--- config.mk ---
export PLATFORM = sky130hd
export DESIGN_NAME = ald_conflict_tracker
export DESIGN_NICKNAME = d
export VERILOG_FILES = /design/src/rtl/ald_pkg.sv /design/src/rtl/ald_entry.sv /design/src/rtl/ald_check_unit.sv /design/src/rtl/ald_conflict_tracker.sv
export SDC_FILE = /design/constraint.sdc
export NUM_CORES = 1
export LEC_CHECK = 0
export BUFFER_PORTS_ARGS = -buffer_cell sky130_fd_sc_hd__buf_2
export CORE_MARGIN = 2
export CORE_UTILIZATION = 45
export CTS_CLUSTER_DIAMETER = 50
export CTS_CLUSTER_SIZE = 24
export DETAILED_ROUTE_END_ITERATION = 10
export GPL_TIMING_DRIVEN = 0
export HOLD_SLACK_MARGIN = 0.02
export PLACE_DENSITY_LB_ADDON = 0.05
export SYNTH_ARGS = -nofsm -noshare
export SYNTH_HDL_FRONTEND = slang
export SYNTH_SLANG_ARGS = --single-unit
--- constraint.sdc ---
create_clock -name clk -period 1.8 [get_ports clk]
set_clock_uncertainty 0.1 [all_clocks]
set_input_delay 0.18 -clock clk [delete_from_list [all_inputs] [get_ports clk]]
set_output_delay 0.18 -clock clk [all_outputs]
set_load 0.05 [all_outputs]
--- src/rtl/ald_pkg.sv ---
package ald_pkg;
   typedef enum logic [1:0] {
      RSP_IDLE   = 2'd0,
      RSP_GOOD   = 2'd1,
      RSP_REPLAY = 2'd2
   } rsp_kind_e;
endpackage

--- src/rtl/ald_entry.sv ---
module ald_entry #(
   parameter int ADDR_W = 16,
   parameter int OFS_W  = 2
) (
   input  logic              clk,
   input  logic              rst_n,
   input  logic              install,
   input  logic [ADDR_W-1:0] ld_addr,
   input  logic              snoop,
   input  logic [ADDR_W-1:0] st_addr,
   input  logic              release_i,
   output logic              valid_o,
   output logic [ADDR_W-1:0] addr_o,
   output logic              snoop_hit_o
);
   logic              valid_q;
   logic [ADDR_W-1:0] addr_q;
   logic              same_word;

   generate
      if (OFS_W == 0) begin : g_byte_cmp
         assign same_word = (addr_q == st_addr);
      end else begin : g_word_cmp
         assign same_word = (addr_q[ADDR_W-1:OFS_W] == st_addr[ADDR_W-1:OFS_W]);
      end
   endgenerate

   assign snoop_hit_o = snoop && valid_q && same_word;

   always_ff @(posedge clk) begin
      if (!rst_n) begin
         valid_q <= 1'b0;
         addr_q  <= '0;
      end else if (install) begin
         valid_q <= 1'b1;
         addr_q  <= ld_addr;
      end else if (snoop_hit_o || release_i) begin
         valid_q <= 1'b0;
      end
   end

   assign valid_o = valid_q;
   assign addr_o  = addr_q;
endmodule

--- src/rtl/ald_check_unit.sv ---
module ald_check_unit
   import ald_pkg::*;
#(
   parameter int NUM_REGS = 8,
   parameter int ADDR_W   = 16,
   parameter int REG_W    = 3
) (
   input  logic                             clk,
   input  logic                             rst_n,
   input  logic                             chk_valid,
   input  logic [REG_W-1:0]                 chk_reg,
   input  logic [NUM_REGS-1:0]              ent_valid,
   input  logic [NUM_REGS-1:0]              ent_hit,
   input  logic [NUM_REGS-1:0][ADDR_W-1:0]  ent_addr,
   output logic                             rsp_valid,
   output logic                             rsp_ok,
   output logic                             replay_req,
   output logic [REG_W-1:0]                 replay_reg,
   output logic [ADDR_W-1:0]                replay_addr
);
   rsp_kind_e         kind_d, kind_q;
   logic [REG_W-1:0]  reg_q;
   logic [ADDR_W-1:0] addr_q;

   always_comb begin
      kind_d = RSP_IDLE;
      if (chk_valid) begin
         if (ent_valid[chk_reg] && !ent_hit[chk_reg]) kind_d = RSP_GOOD;
         else                                         kind_d = RSP_REPLAY;
      end
   end

   always_ff @(posedge clk) begin
      if (!rst_n) begin
         kind_q <= RSP_IDLE;
         reg_q  <= '0;
         addr_q <= '0;
      end else begin
         kind_q <= kind_d;
         if (chk_valid) begin
            reg_q  <= chk_reg;
            addr_q <= ent_addr[chk_reg];
         end
      end
   end

   assign rsp_valid   = (kind_q != RSP_IDLE);
   assign rsp_ok      = (kind_q == RSP_GOOD);
   assign replay_req  = (kind_q == RSP_REPLAY);
   assign replay_reg  = reg_q;
   assign replay_addr = addr_q;
endmodule

--- src/rtl/ald_conflict_tracker.sv ---
module ald_conflict_tracker #(
   parameter int NUM_REGS   = 8,
   parameter int ADDR_W     = 16,
   parameter int WORD_BYTES = 4,
   localparam int REG_W     = (NUM_REGS > 1) ? $clog2(NUM_REGS) : 1,
   localparam int OFS_W     = (WORD_BYTES > 1) ? $clog2(WORD_BYTES) : 0
) (
   input  logic              clk,
   input  logic              rst_n,
   input  logic              ld_valid,
   input  logic [REG_W-1:0]  ld_reg,
   input  logic [ADDR_W-1:0] ld_addr,
   input  logic              st_valid,
   input  logic [ADDR_W-1:0] st_addr,
   input  logic              chk_valid,
   input  logic [REG_W-1:0]  chk_reg,
   output logic              rsp_valid,
   output logic              rsp_ok,
   output logic              replay_req,
   output logic [REG_W-1:0]  replay_reg,
   output logic [ADDR_W-1:0] replay_addr
);
   generate
      if (NUM_REGS < 2 || (1 << REG_W) != NUM_REGS) begin : g_bad_depth
         $error("NUM_REGS must be a power of two of at least 2");
      end
      if ((1 << OFS_W) != WORD_BYTES) begin : g_bad_word
         $error("WORD_BYTES must be a power of two");
      end
      if (OFS_W >= ADDR_W) begin : g_bad_addr
         $error("ADDR_W must exceed the word offset width");
      end
   endgenerate

   logic [NUM_REGS-1:0]             ent_valid;
   logic [NUM_REGS-1:0]             ent_hit;
   logic [NUM_REGS-1:0][ADDR_W-1:0] ent_addr;

   generate
      for (genvar i = 0; i < NUM_REGS; i++) begin : g_slot
         logic install, release_s;
         assign install   = ld_valid  && (ld_reg  == REG_W'(i));
         assign release_s = chk_valid && (chk_reg == REG_W'(i));
         ald_entry #(
            .ADDR_W (ADDR_W),
            .OFS_W  (OFS_W)
         ) u_entry (
            .clk         (clk),
            .rst_n       (rst_n),
            .install     (install),
            .ld_addr     (ld_addr),
            .snoop       (st_valid),
            .st_addr     (st_addr),
            .release_i   (release_s),
            .valid_o     (ent_valid[i]),
            .addr_o      (ent_addr[i]),
            .snoop_hit_o (ent_hit[i])
         );
      end
   endgenerate

   ald_check_unit #(
      .NUM_REGS (NUM_REGS),
      .ADDR_W   (ADDR_W),
      .REG_W    (REG_W)
   ) u_check (
      .clk         (clk),
      .rst_n       (rst_n),
      .chk_valid   (chk_valid),
      .chk_reg     (chk_reg),
      .ent_valid   (ent_valid),
      .ent_hit     (ent_hit),
      .ent_addr    (ent_addr),
      .rsp_valid   (rsp_valid),
      .rsp_ok      (rsp_ok),
      .replay_req  (replay_req),
      .replay_reg  (replay_reg),
      .replay_addr (replay_addr)
   );
endmodule

==> results of run 1 <==
[timing repair]
item	in CTS	in global routing
gates resized for setup	9	13
endpoints found under the hold margin	0	0
hold buffers	0	0
endpoints found under the setup margin	4	45
setup buffers	1	0
pin swaps	6	3
[final cells by class]
class,instances,area share [%]
well taps,229,3.054
plain buffers,84,4.988
multi-input cells,694,51.05
clock buffers,21,5.121
inverters,3,0.1200
clock inverters,8,0.7202
repair buffers,25,1.360
flip-flops and latches,157,33.58
[cell families after synthesis]
kind of cell              synth area share, %
AOI/OAI and AO/OA                       16.08
xor gates and xnor gates                11.84
buffers and inverters                   5.665
DFF                                     37.65
muxes                                   10.79
and+or+nand+nor                         17.97
[per-layer routing]
layer	up-vias	routed length, um
li1	3257	-
met3	32	1337
met2	197	12700
met4	0	598
met1	3317	12400
met5	-	0
[per-stage QoR]
step / util (%) / cells
3_3_place_gp: 48.41 / 1191
2_1_floorplan: - / 938
6_report: 51.87 / 1221
4_1_cts: 51.68 / 1221
3_5_place_dp: 48.41 / 1191
5_1_grt: 51.87 / 1221
[worst paths after layout]
| kind | end | start | slack, ns |
|---|---|---|---|
| min | g_slot[0].u_entry.addr_o[11] | ld_addr[11] | 0.03 |
| max reg2reg | u_check.kind_q[1] | g_slot[2].u_entry.addr_o[3] | -0.14 |
| max | u_check.kind_q[1] | g_slot[2].u_entry.addr_o[3] | -0.14 |
| min reg2reg | g_slot[6].u_entry.addr_o[0] | g_slot[6].u_entry.addr_o[0] | 0.36 |
[critical path, stage by stage, from the launching register on]
cell,delay (ns)
dfxtp_2,0.34
xor2_2,0.20
nor4_2,0.27
nand4_1,0.15
o41ai_2,0.33
o211a_1,0.30
o311a_1,0.19
[layout by cell type (no fill, tap or decap), drive strengths merged, types with 18 or more instances in the layout]
master  count
buf        47
a21boi    133
xor2       95
mux2i      18
clkbuf     82
nand2     291
nor4       21
dfxtp     157
mux4       32
[where the power goes]
part           switching [W]  internal (W)  total, W
Combinational       0.000673      0.000352   0.00103
Clock                0.00147       0.00201   0.00348
Sequential         0.0000730       0.00357   0.00364
==> flow_metrics.env, run 1 <==
export IMPL_synth_cell_type_count=43
export IMPL_diodes=0
export IMPL_ys_ff_latch=157
export IMPL_vias=6803
export IMPL_synthTopCellsByCount="291 x nand2_1, 157 x dfxtp_1, 133 x a21boi_0, 94 x xor2_1, 39 x clkbuf_1"
export IMPL_synth_main_ff_cell="dfxtp_1"
export IMPL_grt_pass1_vias=6412
export IMPL_htreeDepth=4
export IMPL_multi_input_area_sq_mm=0.004790
export IMPL_clk_path_buf_depth=2
export IMPL_worstPathArrival_ns=2.21
export IMPL_grtUsageTotal_pct=27.48
export IMPL_overflow=0
export IMPL_fin_area_sq_mm=0.009382
export IMPL_die_w_um=140.2
export IMPL_syn_area_per_cell_sq_um=8.900
export IMPL_holdCritPathClass="input port to flop"
export IMPL_total_power_w=0.008146
export IMPL_die_y_um=140.2
export IMPL_slew_headroom_pct=43.00
export IMPL_die_area_sq_mm=0.01966
export IMPL_synthTopCellsByArea="dfxtp_1 38%, nand2_1 13%, a21boi_0 12%"
export IMPL_critical_path_class="flop to flop"
export IMPL_postSynthCellCount=938
export IMPL_area_growth_pct=12.38
export IMPL_regArea_sq_mm=0.003151
export IMPL_largest_reg_flops=128
export IMPL_root_buffer="clkbuf_16"
export IMPL_clk_latency_ns=0.43
export IMPL_finalCritPeriodShare_pct=107.8
export IMPL_whs_path_depth=3
export IMPL_fin_tns_setup_ns=-0.2449
export IMPL_failed_checks="setup timing"
export IMPL_via_per_inst=5.572
export IMPL_max_vdd_ir_drop_v=0.0006596
export IMPL_p_leak_nw=3.701
export IMPL_grt_util_met2_pct=44.66
export IMPL_async_reset_ff_share_pct=0
export IMPL_cts_inserted_buffers=17
export IMPL_drive_gt1_share_pct=15.32
export IMPL_wl_per_cell_um=22.15
export IMPL_grt_max_degree=17
export IMPL_rsz0062_at_grt="true"
export IMPL_initial_utilization_pct=46.16
export IMPL_fp_coreArea_sq_mm=0.01809
export IMPL_met3_usage_pct=3.521
export IMPL_reg2reg_depth=6
export IMPL_cts_clk_slew_worst_paths_ns=0.06
export IMPL_worst_pin_slew_ns=0.8551
export IMPL_crit_path_end_kind="flop"
export IMPL_ios=65
export IMPL_cts_tree="yes"
export IMPL_synth_top_area_share_pct=37.65
export IMPL_setup_violations=3
export IMPL_rows=49
export IMPL_placed_cell_area_sq_mm=0.008755
export IMPL_drtAntennaViolNets=0
export IMPL_nFillCells=1715
export IMPL_cp_max_fo=3
export IMPL_ys_warn_count=0
export IMPL_yosys_area_top_type="dfxtp_1"
export IMPL_synth_nets=981
export IMPL_synth_seq_area_share_pct=37.65
export IMPL_hold_violations=0
export IMPL_cts_sinks=157
export IMPL_worst_setup_path_start_kind="flop"
export IMPL_required_ns=2.07
export IMPL_dr_pass1_iters=6
export IMPL_finalWorstSetupSlack_ns=-0.1407
export IMPL_synth_edf_count=0
export IMPL_route_detailed_drc=0
export IMPL_grt_busiest_layer="met2"
export IMPL_p_per_area_mw_per_mm2=868.3
export IMPL_status="complete, but fails checks"
export IMPL_nets=1025
export IMPL_routed_wl_um=27040
export IMPL_whs_ns=0.02658
export IMPL_pre_cts_ws_ns=-0.4328
export IMPL_use_met1_pct=38.60
export IMPL_io_buffers=24
export IMPL_final_min_clock_period_ns=1.941
export IMPL_slew_viol_final=0
export IMPL_fmax_mhz=515.3
export IMPL_synth_most_common_cell="nand2_1"
export IMPL_drt_iter0_drc=613
export IMPL_drv_cap=0
export IMPL_synth_area_sq_mm=0.008348
export IMPL_antenna_found_initial=0
export IMPL_gp_congestion=0.9157
export IMPL_grt_pass1_wl_um=39980
export IMPL_hpwlAfterDp_um=20300
Power figures use the tool's default switching activity.
==> inputs of run 2 (changes only) <==
Settings changed: CORE_UTILIZATION 45 to 25, CTS_BUF_LIST from default to sky130_fd_sc_hd__clkbuf_8 sky130_fd_sc_hd__clkbuf_16.
==> flow_metrics.env, run 2 (synthesized netlist as in run 1, its figures left out) <==
export IMPL_die_area_sq_mm=0.03487
export IMPL_holdCritPathClass="input port to flop"
export IMPL_drt_iter0_drc=388
export IMPL_critical_path_class="flop to flop"
export IMPL_worst_setup_path_start_kind="flop"
export IMPL_setup_violations=2
export IMPL_cts_inserted_buffers=17
export IMPL_worst_pin_slew_ns=1.001
export IMPL_met3_length_um=888
export IMPL_overflow=0
export IMPL_cp_max_fo=3
export IMPL_cts_tree="yes"
export IMPL_drv_cap=0
export IMPL_hpwlAfterDp_um=25250
export IMPL_diodes=0
export IMPL_drtAntennaViolNets=0
export IMPL_crit_chain="xor2_1, nor4_1, nand4_1, a21oi_1, a221o_2, o311a_1"
export IMPL_ios=65
export IMPL_cts_sinks=157
export IMPL_max_vdd_ir_drop_v=0.0006604
export IMPL_drive_gt1_share_pct=17.79
export IMPL_p_per_area_mw_per_mm2=920.4
export IMPL_grtUsageTotal_pct=19.46
export IMPL_dr_pass1_iters=4
export IMPL_failed_checks="setup timing"
export IMPL_grt_max_degree=17
export IMPL_fin_cells=1437
export IMPL_status="complete, but fails checks"
export IMPL_whs_ns=0.02862
export IMPL_antenna_found_initial=0
export IMPL_largest_reg_flops=128
export IMPL_worstPathArrival_ns=2.24
export IMPL_clk_path_buf_depth=2
export IMPL_io_buffers=24
export IMPL_layout_common_cells="291 x nand2_1, 152 x dfxtp_1, 133 x a21boi_0, 86 x xor2_1"
export IMPL_cts_clk_slew_worst_paths_ns=0.08
export IMPL_whs_path_depth=3
export IMPL_fin_area_sq_mm=0.009942
export IMPL_path_buf_inv=0
export IMPL_rows=66
export IMPL_cp_depth=6
export IMPL_finalWorstSetupSlack_ns=-0.2152
export IMPL_initial_utilization_pct=25.53
export IMPL_fp_coreArea_sq_mm=0.03270
export IMPL_required_ns=2.03
export IMPL_met2WireLength_um=15890
export IMPL_dp_cells=1404
export IMPL_root_buffer="clkbuf_16"
export IMPL_rsz0062_at_grt="true"
export IMPL_final_common_cell="nand2_1"
export IMPL_die_w_um=186.7
export IMPL_grt_pass1_vias=6758
export IMPL_vias=6692
export IMPL_dr_max_layer_used="met4"
export IMPL_hold_violations=0
export IMPL_slew_viol_final=0
export IMPL_crit_path_end_kind="flop"
export IMPL_fmax_mhz=496.2
export IMPL_nets=1026
export IMPL_route_detailed_drc=0
export IMPL_gp_congestion=0.8229
export IMPL_p_leak_nw=3.818
export IMPL_reg2reg_depth=6
export IMPL_wirelength_met1_um=15890
export IMPL_placed_cell_area_sq_mm=0.009021
export IMPL_final_util_pct=30.40
export IMPL_crit_path_max_incr_delay_ns=0.42
export IMPL_htreeDepth=4
export IMPL_clk_latency_ns=0.44
export IMPL_finalCritPeriodShare_pct=112.0
export IMPL_via_per_inst=4.657
export IMPL_nFillCells=3506
export IMPL_final_min_clock_period_ns=2.015
export IMPL_routed_wl_um=33210
export IMPL_fin_tns_setup_ns=-0.3654
export IMPL_slowest_stage="a221o_2"
export IMPL_area_growth_pct=19.09
export IMPL_critical_path_top_delay_family="compound AO/OA/AOI/OAI gates"
export IMPL_slew_headroom_pct=33.09
export IMPL_grt_pass1_wl_um=48730
export IMPL_die_y_um=186.7
export IMPL_wl_per_cell_um=23.11
run 2: timing repair:
action,CTS,global route
hold endpoints to repair,11,0
hold buffers,2,0
gates resized for setup,29,29
pin swaps,13,1
buffers inserted,2,0
endpoints found under the setup margin,55,79
run 2: metal layers:
metal	track usage, %	up-vias
met1	26.62	3305
met4	5.067	0
met5	0	-
met3	2.332	23
met2	32.46	114
li1	-	3250
run 2: power by group:
part           total (W)  switching [W]  internal, W
logic            0.00110       0.000733     0.000367
registers        0.00364      0.0000760      0.00356
clock network    0.00441        0.00166      0.00275
total            0.00915        0.00247      0.00668
run 2: area by class of cell:
cell class	count	area, sq um	area share (%)
timing repair buffer	28	155.1	1.561
clock inverter	14	265.3	2.668
inverter	3	11.26	0.1133
sequential	157	3149	31.68
buffer	82	481.7	4.845
tap	442	553.0	5.563
multi-input combinational	694	4901	49.30
clock buffer	17	425.4	4.279
run 2: worst paths after layout:
path / start / end / slack, ns
min: ld_addr[15] / g_slot[4].u_entry.addr_o[15] / 0.03
max: g_slot[5].u_entry.addr_o[5] / u_check.kind_q[1] / -0.22
max reg2reg: g_slot[5].u_entry.addr_o[5] / u_check.kind_q[1] / -0.22
min reg2reg: g_slot[1].u_entry.addr_o[0] / g_slot[1].u_entry.addr_o[0] / 0.36
run 2: worst reg2reg max path: cells and delay by family, from the launching register on:
kind                      cells  cell delay, ns
AOI/OAI and AO/OA             3            0.93
DFF                           1            0.37
xor gates and xnor gates      1            0.29
and+or+nand+nor               2            0.21
run 2: per-stage QoR:
step                worst slack (ns)  power (W)
floorplan                    0.08076   0.004403
global placement             -0.5901   0.004806
detailed placement           -0.5958   0.004800
CTS                          -0.1738   0.009257
global route                 -0.2917   0.009473
finish                       -0.2152   0.009151
==> inputs of run 3 (changes only) <==
Settings changed: CORE_ASPECT_RATIO from default to 0.9.
==> flow_metrics.env, run 3 (synthesized netlist as in run 1, its figures left out) <==
export IMPL_vias=6704
export IMPL_fp_coreArea_sq_mm=0.03295
export IMPL_fin_tns_setup_ns=-0.4453
export IMPL_dp_cells=1384
export IMPL_fmax_mhz=492.6
export IMPL_route_detailed_drc=0
export IMPL_antenna_found_initial=1
export IMPL_crit_path_end_kind="flop"
export IMPL_initial_utilization_pct=25.34
export IMPL_slew_viol_final=0
export IMPL_status="complete, but fails checks"
export IMPL_worst_setup_path_start_kind="flop"
export IMPL_required_ns=2.08
export IMPL_hpwlAfterDp_um=25470
export IMPL_p_leak_nw=3.764
export IMPL_setup_violations=2
export IMPL_nFillCells=3556
export IMPL_holdCritPathClass="input port to flop"
export IMPL_critical_path_class="flop to flop"
export IMPL_via_per_inst=4.731
export IMPL_multi_input_area_sq_mm=0.004853
export IMPL_cts_sinks=157
export IMPL_p_per_area_mw_per_mm2=871.3
export IMPL_drive_gt1_share_pct=16.60
export IMPL_die_w_um=196.6
export IMPL_grt_pass1_vias=6807
export IMPL_clk_latency_ns=0.44
export IMPL_whs_ns=0.02668
export IMPL_root_buffer="clkbuf_16"
export IMPL_routed_wl_um=33510
export IMPL_whs_path_depth=3
export IMPL_gp_congestion=0.8162
export IMPL_drt_iter0_drc=368
export IMPL_drtAntennaViolNets=0
export IMPL_nets=1025
export IMPL_drv_cap=0
export IMPL_overflow=0
export IMPL_fin_cells=1417
export IMPL_grtUsageTotal_pct=19.94
export IMPL_grt_max_degree=17
export IMPL_htreeDepth=4
export IMPL_wl_per_cell_um=23.65
export IMPL_worst_pin_slew_ns=0.9447
export IMPL_layout_common_cells="291 x nand2_1, 152 x dfxtp_1, 133 x a21boi_0, 93 x xor2_1"
export IMPL_hold_violations=0
export IMPL_final_min_clock_period_ns=2.030
export IMPL_rsz0062_at_grt="true"
export IMPL_grt_pass1_wl_um=49060
export IMPL_max_vdd_ir_drop_v=0.0006732
export IMPL_failed_checks="setup timing"
export IMPL_cts_inserted_buffers=17
export IMPL_cts_tree="yes"
export IMPL_largest_reg_flops=128
export IMPL_die_area_sq_mm=0.03487
export IMPL_finalCritPeriodShare_pct=112.8
export IMPL_slew_headroom_pct=36.84
export IMPL_finalWorstSetupSlack_ns=-0.2301
export IMPL_io_buffers=24
export IMPL_reg2reg_depth=6
export IMPL_ios=65
export IMPL_rows=63
export IMPL_die_y_um=177.4
export IMPL_cp_max_fo=2
export IMPL_clk_path_buf_depth=2
export IMPL_worstPathArrival_ns=2.31
export IMPL_cts_clk_slew_worst_paths_ns=0.07
export IMPL_final_util_pct=29.61
export IMPL_area_growth_pct=16.86
export IMPL_dr_pass1_iters=5
export IMPL_final_common_cell="nand2_1"
export IMPL_regArea_sq_mm=0.003152
export IMPL_pre_cts_ws_ns=-0.6173
==> run 3: cell type report <==
type	count	area share (%)
Multi-Input combinational cell	694	49.75
Sequential cell	157	32.31
Tap cell	422	5.412
Buffer	81	4.822
Clock buffer	17	4.361
Clock inverter	14	1.616
Timing Repair Buffer	28	1.590
Inverter	3	0.1154
Antenna cell	1	0.02565
==> run 3: stage by stage <==
stage / total power (W) / area, sq um
2_1_floorplan: 0.004403 / 8348
4_1_cts: 0.008602 / 9673
3_5_place_dp: 0.004802 / 8996
3_3_place_gp: 0.004805 / 8996
5_1_grt: 0.008805 / 9756
6_report: 0.008500 / 9756
==> run 3: power by group <==
group	internal, W	switching [W]	leakage, nW
Clock	0.00216	0.00161	0.286
Combinational	0.000363	0.000735	2.20
Sequential	0.00356	0.0000755	1.28
==> run 3: path summary, 6_finish.rpt <==
path	start	slack, ns	endpoint
worst max register to register	g_slot[3].u_entry.addr_o[13]	-0.23	u_check.kind_q[1]
worst min register to register	g_slot[1].u_entry.addr_o[1]	0.36	g_slot[1].u_entry.addr_o[1]
worst min-delay path	ld_addr[4]	0.03	g_slot[7].u_entry.addr_o[4]
worst max-delay path	g_slot[3].u_entry.addr_o[13]	-0.23	u_check.kind_q[1]
==> run 3: metal layers <==
metal,part of all wire (%),vias to the layer above,wire [um],GRT usage (%)
li1,-,3260,-,-
met4,1.0,0,338,4.010
met5,0,-,0,0
met1,50,3310,16750,28.11
met3,2.5,19,832,2.585
met2,47,115,15590,32.76
==> run 3: worst max-delay path: stages (launching register included) <==
cell       delay, ns
dfxtp_2         0.33
xor2_1          0.16
nor4_2          0.41
nand4_1         0.25
a2111oi_2       0.35
a221o_2         0.22
o311a_1         0.15
==> run 3: timing repair <==
item                                   CTS  global route
setup endpoints to repair               55            71
resized for setup                       18            32
setup buffers                            1             1
pin swaps                                9             7
endpoints found under the hold margin    9             0
hold buffers                             2             0
